<file path="src/rtl/tpg_pkg.sv">
package tpg_pkg;
    typedef enum logic [2:0] {
        ST_IDLE  = 3'd0,
        ST_ARMED = 3'd1,
        ST_DELAY = 3'd2,
        ST_PULSE = 3'd3,
        ST_GAP   = 3'd4
    } tpg_state_e;
endpackage

</file>
<file path="src/rtl/tpg_line_sync.sv">
module tpg_line_sync #(
    parameter int STAGES = 2
) (
    input  logic clk,
    input  logic rst_n,
    input  logic line_i,
    output logic rise_o
);
    logic [STAGES-1:0] sync_q;
    logic              prev_q;

    always_ff @(posedge clk or negedge rst_n) begin
        if (!rst_n) begin
            sync_q <= '0;
            prev_q <= 1'b0;
        end else begin
            sync_q <= {sync_q[STAGES-2:0], line_i};
            prev_q <= sync_q[STAGES-1];
        end
    end

    assign rise_o = sync_q[STAGES-1] & ~prev_q;

    // an edge is reported for a single cycle only
    assert_rise_single_R3: assert property (@(posedge clk) disable iff (!rst_n)
        rise_o |=> !rise_o);
endmodule

</file>
<file path="src/rtl/tpg_down_cnt.sv">
module tpg_down_cnt #(
    parameter int W = 8
) (
    input  logic         clk,
    input  logic         rst_n,
    input  logic         load_i,
    input  logic [W-1:0] load_val_i,
    input  logic         dec_i,
    output logic [W-1:0] count_o,
    output logic         zero_o
);
    logic [W-1:0] cnt_q;

    always_ff @(posedge clk or negedge rst_n) begin
        if (!rst_n)      cnt_q <= '0;
        else if (load_i) cnt_q <= load_val_i;
        else if (dec_i)  cnt_q <= cnt_q - W'(1);
    end

    assign count_o = cnt_q;
    assign zero_o  = (cnt_q == '0);

    // counters never wrap below zero
    assert_no_underflow_R6: assert property (@(posedge clk) disable iff (!rst_n)
        (dec_i && !load_i) |-> (cnt_q != '0));
endmodule

</file>
<file path="src/rtl/trig_pulse_gen.sv">
module trig_pulse_gen
    import tpg_pkg::*;
#(
    parameter int OFS_W     = 16,
    parameter int WID_W     = 8,
    parameter int GAP_W     = 8,
    parameter int REP_W     = 8,
    parameter int SYNC_STGS = 2
) (
    input  logic             clk,
    input  logic             rst_n,
    input  logic             arm_i,
    input  logic             disarm_i,
    input  logic [OFS_W-1:0] cfg_offset_i,
    input  logic [WID_W-1:0] cfg_width_i,
    input  logic [GAP_W-1:0] cfg_gap_i,
    input  logic [REP_W-1:0] cfg_repeat_i,
    input  logic             line_i,
    output logic             pulse_o,
    output logic             armed_o,
    output logic             busy_o,
    output logic             done_o
);
    localparam int MAX_WG = (WID_W > GAP_W) ? WID_W : GAP_W;
    localparam int CNT_W  = (OFS_W > MAX_WG) ? OFS_W : MAX_WG;

    tpg_state_e state_q, state_d;

    logic [OFS_W-1:0] ofs_q;
    logic [WID_W-1:0] wid_q;
    logic [GAP_W-1:0] gap_q;
    logic [REP_W-1:0] rep_q;
    logic             done_q;

    logic             rise;
    logic             ph_load, ph_dec, ph_zero;
    logic [CNT_W-1:0] ph_val, ph_cnt;
    logic             rp_load, rp_dec, rp_zero;
    logic [REP_W-1:0] rp_cnt;
    logic             latch_cfg, set_done, clr_done;
    logic [CNT_W-1:0] wid_m1, ofs_m1, gap_m1;

    tpg_line_sync #(.STAGES(SYNC_STGS)) u_sync (
        .clk    (clk),
        .rst_n  (rst_n),
        .line_i (line_i),
        .rise_o (rise)
    );

    tpg_down_cnt #(.W(CNT_W)) u_phase (
        .clk        (clk),
        .rst_n      (rst_n),
        .load_i     (ph_load),
        .load_val_i (ph_val),
        .dec_i      (ph_dec),
        .count_o    (ph_cnt),
        .zero_o     (ph_zero)
    );

    tpg_down_cnt #(.W(REP_W)) u_repeat (
        .clk        (clk),
        .rst_n      (rst_n),
        .load_i     (rp_load),
        .load_val_i (rep_q),
        .dec_i      (rp_dec),
        .count_o    (rp_cnt),
        .zero_o     (rp_zero)
    );

    assign wid_m1 = CNT_W'(wid_q) - CNT_W'(1);
    assign ofs_m1 = CNT_W'(ofs_q) - CNT_W'(1);
    assign gap_m1 = (gap_q == '0) ? '0 : (CNT_W'(gap_q) - CNT_W'(1));

    // configuration captured at arm time
    always_ff @(posedge clk or negedge rst_n) begin
        if (!rst_n) begin
            ofs_q <= '0;
            wid_q <= '0;
            gap_q <= '0;
            rep_q <= '0;
        end else if (latch_cfg) begin
            ofs_q <= cfg_offset_i;
            wid_q <= cfg_width_i;
            gap_q <= cfg_gap_i;
            rep_q <= cfg_repeat_i;
        end
    end

    // state register and completion flag
    always_ff @(posedge clk or negedge rst_n) begin
        if (!rst_n) begin
            state_q <= ST_IDLE;
            done_q  <= 1'b0;
        end else begin
            state_q <= state_d;
            if (clr_done)      done_q <= 1'b0;
            else if (set_done) done_q <= 1'b1;
        end
    end

    // next state
    always_comb begin
        state_d   = state_q;
        ph_load   = 1'b0;
        ph_val    = '0;
        ph_dec    = 1'b0;
        rp_load   = 1'b0;
        rp_dec    = 1'b0;
        latch_cfg = 1'b0;
        set_done  = 1'b0;
        clr_done  = 1'b0;
        unique case (state_q)
            ST_IDLE: begin
                if (arm_i && !disarm_i) begin
                    state_d   = ST_ARMED;
                    latch_cfg = 1'b1;
                    clr_done  = 1'b1;
                end
            end
            ST_ARMED: begin
                if (disarm_i) begin
                    state_d = ST_IDLE;
                end else if (rise) begin
                    if (wid_q == '0 || rep_q == '0) begin
                        state_d  = ST_IDLE;
                        set_done = 1'b1;
                    end else begin
                        rp_load = 1'b1;
                        ph_load = 1'b1;
                        if (ofs_q == '0) begin
                            state_d = ST_PULSE;
                            ph_val  = wid_m1;
                        end else begin
                            state_d = ST_DELAY;
                            ph_val  = ofs_m1;
                        end
                    end
                end
            end
            ST_DELAY: begin
                if (disarm_i) begin
                    state_d = ST_IDLE;
                end else if (ph_zero) begin
                    state_d = ST_PULSE;
                    ph_load = 1'b1;
                    ph_val  = wid_m1;
                end else begin
                    ph_dec = 1'b1;
                end
            end
            ST_PULSE: begin
                if (disarm_i) begin
                    state_d = ST_IDLE;
                end else if (ph_zero) begin
                    rp_dec = 1'b1;
                    if (rp_cnt == REP_W'(1)) begin
                        state_d  = ST_IDLE;
                        set_done = 1'b1;
                    end else begin
                        state_d = ST_GAP;
                        ph_load = 1'b1;
                        ph_val  = gap_m1;
                    end
                end else begin
                    ph_dec = 1'b1;
                end
            end
            ST_GAP: begin
                if (disarm_i) begin
                    state_d = ST_IDLE;
                end else if (ph_zero) begin
                    state_d = ST_PULSE;
                    ph_load = 1'b1;
                    ph_val  = wid_m1;
                end else begin
                    ph_dec = 1'b1;
                end
            end
            default: state_d = ST_IDLE;
        endcase
    end

    // outputs decoded from the state register
    always_comb begin
        pulse_o = 1'b0;
        armed_o = 1'b0;
        busy_o  = 1'b0;
        unique case (state_q)
            ST_IDLE:  ;
            ST_ARMED: armed_o = 1'b1;
            ST_DELAY: busy_o  = 1'b1;
            ST_PULSE: begin
                busy_o  = 1'b1;
                pulse_o = 1'b1;
            end
            ST_GAP:   busy_o  = 1'b1;
            default:  ;
        endcase
        done_o = done_q;
    end

    // disarm clears everything by the next edge
    assert_disarm_clears_R10: assert property (@(posedge clk) disable iff (!rst_n)
        (disarm_i && (armed_o || busy_o)) |=> (!pulse_o && !armed_o && !busy_o && !done_o));

    // a sequence only starts from the armed state
    assert_busy_from_armed_R3: assert property (@(posedge clk) disable iff (!rst_n)
        $rose(busy_o) |-> $past(armed_o));

    // done is exclusive with armed and busy
    assert_done_exclusive_R9: assert property (@(posedge clk) disable iff (!rst_n)
        done_o |-> (!busy_o && !armed_o));

    // pulse only while a sequence is active
    assert_pulse_in_busy_R5: assert property (@(posedge clk) disable iff (!rst_n)
        pulse_o |-> busy_o);

    // arming is only accepted from idle
    assert_arm_from_idle_R2: assert property (@(posedge clk) disable iff (!rst_n)
        $rose(armed_o) |-> ($past(arm_i) && !$past(busy_o) && !$past(disarm_i)));

    // latched settings hold while busy
    assert_cfg_stable_R7: assert property (@(posedge clk) disable iff (!rst_n)
        busy_o |=> (!busy_o || ($stable(ofs_q) && $stable(wid_q) && $stable(rep_q))));
endmodule

</file>
<file path="config.mk">
export PLATFORM = sky130hd
export DESIGN_NAME = trig_pulse_gen
export DESIGN_NICKNAME = d
export VERILOG_FILES = /design/src/rtl/tpg_pkg.sv /design/src/rtl/tpg_line_sync.sv /design/src/rtl/tpg_down_cnt.sv /design/src/rtl/trig_pulse_gen.sv
export SDC_FILE = /design/constraint.sdc
export NUM_CORES = 1
export LEC_CHECK = 0
export BUFFER_PORTS_ARGS = -buffer_cell sky130_fd_sc_hd__buf_2
export CORE_MARGIN = 3
export CORE_UTILIZATION = 46
export DETAILED_ROUTE_END_ITERATION = 10
export GPL_TIMING_DRIVEN = 1
export PLACE_DENSITY = 0.66
export SLEW_MARGIN = 20
export SYNTH_ARGS = -nofsm -noshare
export SYNTH_HDL_FRONTEND = slang
export SYNTH_SLANG_ARGS = --single-unit
export TNS_END_PERCENT = 50
</file>
<file path="constraint.sdc">
create_clock -name clk -period 3.2 [get_ports clk]
set_input_delay 0.16 -clock clk [delete_from_list [all_inputs] [get_ports clk]]
set_output_delay 0.16 -clock clk [all_outputs]
set_load 0.02 [all_outputs]
</file>
==> reports/summary.txt <==
Clock root cell: sky130_fd_sc_hd__clkbuf_8
Cell Rows: 33
Vias in the first global route: 3,177
Sequential area share after synthesis: 44.6%
Transition time of the tightest slew-check pin: 1.01 ns
Final wirelength: 9220 microns
Register clock-pin slew on the reported worst setup and hold paths: 0.07 ns
Die width: 99.1 microns
Syn-to-layout area delta: 17.0%
Worst slew slack as a fraction of its limit: 32.9%
Post-synth EDFFs: 0
Fraction of final layout cells with drive strength greater than 1: 27.6%
Final total power: 3.98 mW
Unrepaired setup endpoints after global routing: no
Worst-case reg-to-reg path depth: 6
Nature of the critical path endpoint: register
RD Place Congestion: 0.917
Most frequent cells in the layout: 71 x sky130_fd_sc_hd__dfrtp_1, 48 x sky130_fd_sc_hd__buf_2, 40 x sky130_fd_sc_hd__mux2_2
Synth warn: 0
Critical path launch point type: register
I/O pin count: 49
CTS Sinks: 71
Achievable Freq: 328 MHz
Total count of max-transition violations in the final report: 0
Deepest clock path buffer count: 2
Port Buf Inserts: 48
Final-report setup violation count: 0
Largest voltage drop on the vdd net: 0.000462 V
Class of the tightest hold or removal check: input pin to async pin
Routed length per placed instance: 16.3 microns
Number of remaining DRC errors: 0
Most common cell after layout, fill and taps aside: sky130_fd_sc_hd__dfrtp_1
Number of buffers inserted during clock tree synthesis: 9
Die Y-Extent: 99.1 microns
Number of hold violations in the final report: 0
Initial core utilization: 48.0%
Final period demand of the worst path: 3.05 ns
Result of the run: complete, no violations
Pin count of the biggest net entering global routing: 72
Average size of a mapped cell: 10.1 sq um
Crit path max fanout: 10
Nets in the synthesized netlist: 449
Dpl hpwl: 6840 microns
Distinct cells, synth: 58
Pwr/cell area: 853 mW/mm^2
Max-capacitance violation count: 0
Number of nets in the finished design: 509
Static leakage: 2.01 nW
Antenna violations before repair: 0
Global route overflow: 0
Number of antenna diodes: 0
DIE AREA: 0.00982 sq mm
First DRT Iteration DRCs: 174
Worst Setup Path Type: register to register
All-layer global routing usage: 19.5%
Post-synthesis cell area: 0.00399 sq mm
Drt pass-1 iters: 4
Tcrit/Tclk final: 95.2%
Summed negative setup slack over all endpoints: 0 ns
Final Skew: 0.0108 ns
CTS tree: built
Critical Path Source: u_phase.count_o[8]
Arrival time of the worst setup path: 3.26 ns
#FFs+latches synth: 71
WP data required: 3.41 ns
Fraction of synthesis flops using an asynchronous set or reset pin: 100%
Post-route antenna net violation count: 0
Detailed-route vias per instance: 5.75
Launching point of the worst reg2reg path: u_phase.count_o[8]
First-pass GRT wire length: 15,400 microns
Prevailing post-synth register cell: sky130_fd_sc_hd__dfrtp_1
Vias: 3,247
Later-pin clock latency in the skew report: 0.35 ns
H-tree lvl count: 3
Placeable core region: 0.00830 sq mm
Post-Syn Instances: 396
==> cell families after synthesis <==
family	count (synthesis)	synth area share [%]
and+or+nand+nor	150	19.9
AOI/OAI and AO/OA	72	12.6
DFF	71	44.6
muxes	44	12.3
buffers and inverters	26	2.67
xor gates and xnor gates	25	5.49
adders and majority gates	8	2.51
==> per-layer routing <==
metal,routed length [microns],track usage [%],vias to the layer above
met4,121,5.99,0
li1,-,-,1578
met5,0,0,-
met1,4510,28.6,1593
met2,4200,29.7,66
met3,395,3.51,10
==> worst max-delay path, cell delays in order, from the launching register on <==
cell,delay [ns]
sky130_fd_sc_hd__dfrtp_1,0.41
sky130_fd_sc_hd__or4_4,0.58
sky130_fd_sc_hd__or3_4,0.37
sky130_fd_sc_hd__or4_1,0.67
sky130_fd_sc_hd__and3_4,0.30
sky130_fd_sc_hd__o211a_1,0.11
sky130_fd_sc_hd__or4_1,0.47
==> what timing repair did <==
action / 4_1_cts / 5_1_grt
hold buffers: 1 / 0
setup buffers: 0 / 0
endpoints found under the setup margin: 0 / 3
resized for setup: 0 / 3
endpoints found under the hold margin: 1 / 0
==> sequential cells by signal (all words and copies together), names as in the netlist <==
| signal | flops |
|---|---|
| state_q | 3 |
| u_phase.count_o | 16 |
| u_sync.sync_q | 2 |
| rep_q | 8 |
| wid_q | 8 |
| done_o | 1 |
| u_repeat.count_o | 8 |
| u_sync.prev_q | 1 |
| ofs_q | 16 |
| gap_q | 8 |
==> final timing paths <==
path	to	slack (ns)
worst max-delay path	u_phase.count_o[11]	0.15
worst min-delay path	gap_q[3]	0.02
worst max register to register	u_phase.count_o[11]	0.15
worst min register to register	u_sync.sync_q[1]	0.35
max in group asynchronous	ofs_q[12]	2.59
min in group clk	rep_q[2]	0.04
==> synth_stat cells, types with 5 or more instances <==
master / instances / share of area [%]
sky130_fd_sc_hd__or4_1: 8 / 1.5
sky130_fd_sc_hd__o211ai_1: 5 / 0.94
sky130_fd_sc_hd__xnor2_1: 8 / 1.8
sky130_fd_sc_hd__dfrtp_1: 71 / 45
sky130_fd_sc_hd__nand3_1: 12 / 1.5
sky130_fd_sc_hd__nor2_1: 29 / 2.7
sky130_fd_sc_hd__ha_1: 8 / 2.5
sky130_fd_sc_hd__inv_1: 14 / 1.3
sky130_fd_sc_hd__nor3_1: 19 / 2.4
sky130_fd_sc_hd__mux2_2: 40 / 11
sky130_fd_sc_hd__a21oi_1: 11 / 1.4
sky130_fd_sc_hd__a21boi_0: 5 / 0.94
sky130_fd_sc_hd__clkbuf_1: 6 / 0.56
sky130_fd_sc_hd__xor2_1: 17 / 3.7
sky130_fd_sc_hd__nand2_1: 35 / 3.3
sky130_fd_sc_hd__nor4_1: 8 / 1.3
sky130_fd_sc_hd__o21ai_0: 13 / 1.6
sky130_fd_sc_hd__or3_1: 7 / 1.1
==> power by group <==
group          total (mW)  switching (mW)  internal (mW)  leakage, nW
sequential           1.77           0.460           1.31        0.844
combinational        1.32           0.646          0.677         1.04
clock               0.886           0.329          0.557        0.123
total                3.98            1.43           2.54         2.01
==> area by class of cell <==
class,instances,area (sq um)
fill,740,3630
multi-input combinational,299,2120
sequential,71,1780
timing repair buffer,61,340
clock buffer,12,155
tap,105,131
clock inverter,3,90.1
inverter,14,52.6
==> through the flow <==
stage	utilization (%)	cell area (sq um)	cells	worst slack [ns]	hold slack (ns)
detailed placement	53.0	4400	549	0.124	0.270
global route	56.2	4660	565	0.0539	0.0327
CTS	56.1	4660	565	0.109	0.0323
floorplan	-	3990	396	0.285	-0.136
finish	56.2	4660	565	0.153	0.0207
global placement	53.0	4400	549	0.216	0.269
Note: power is estimated with default switching activity, not from simulation.
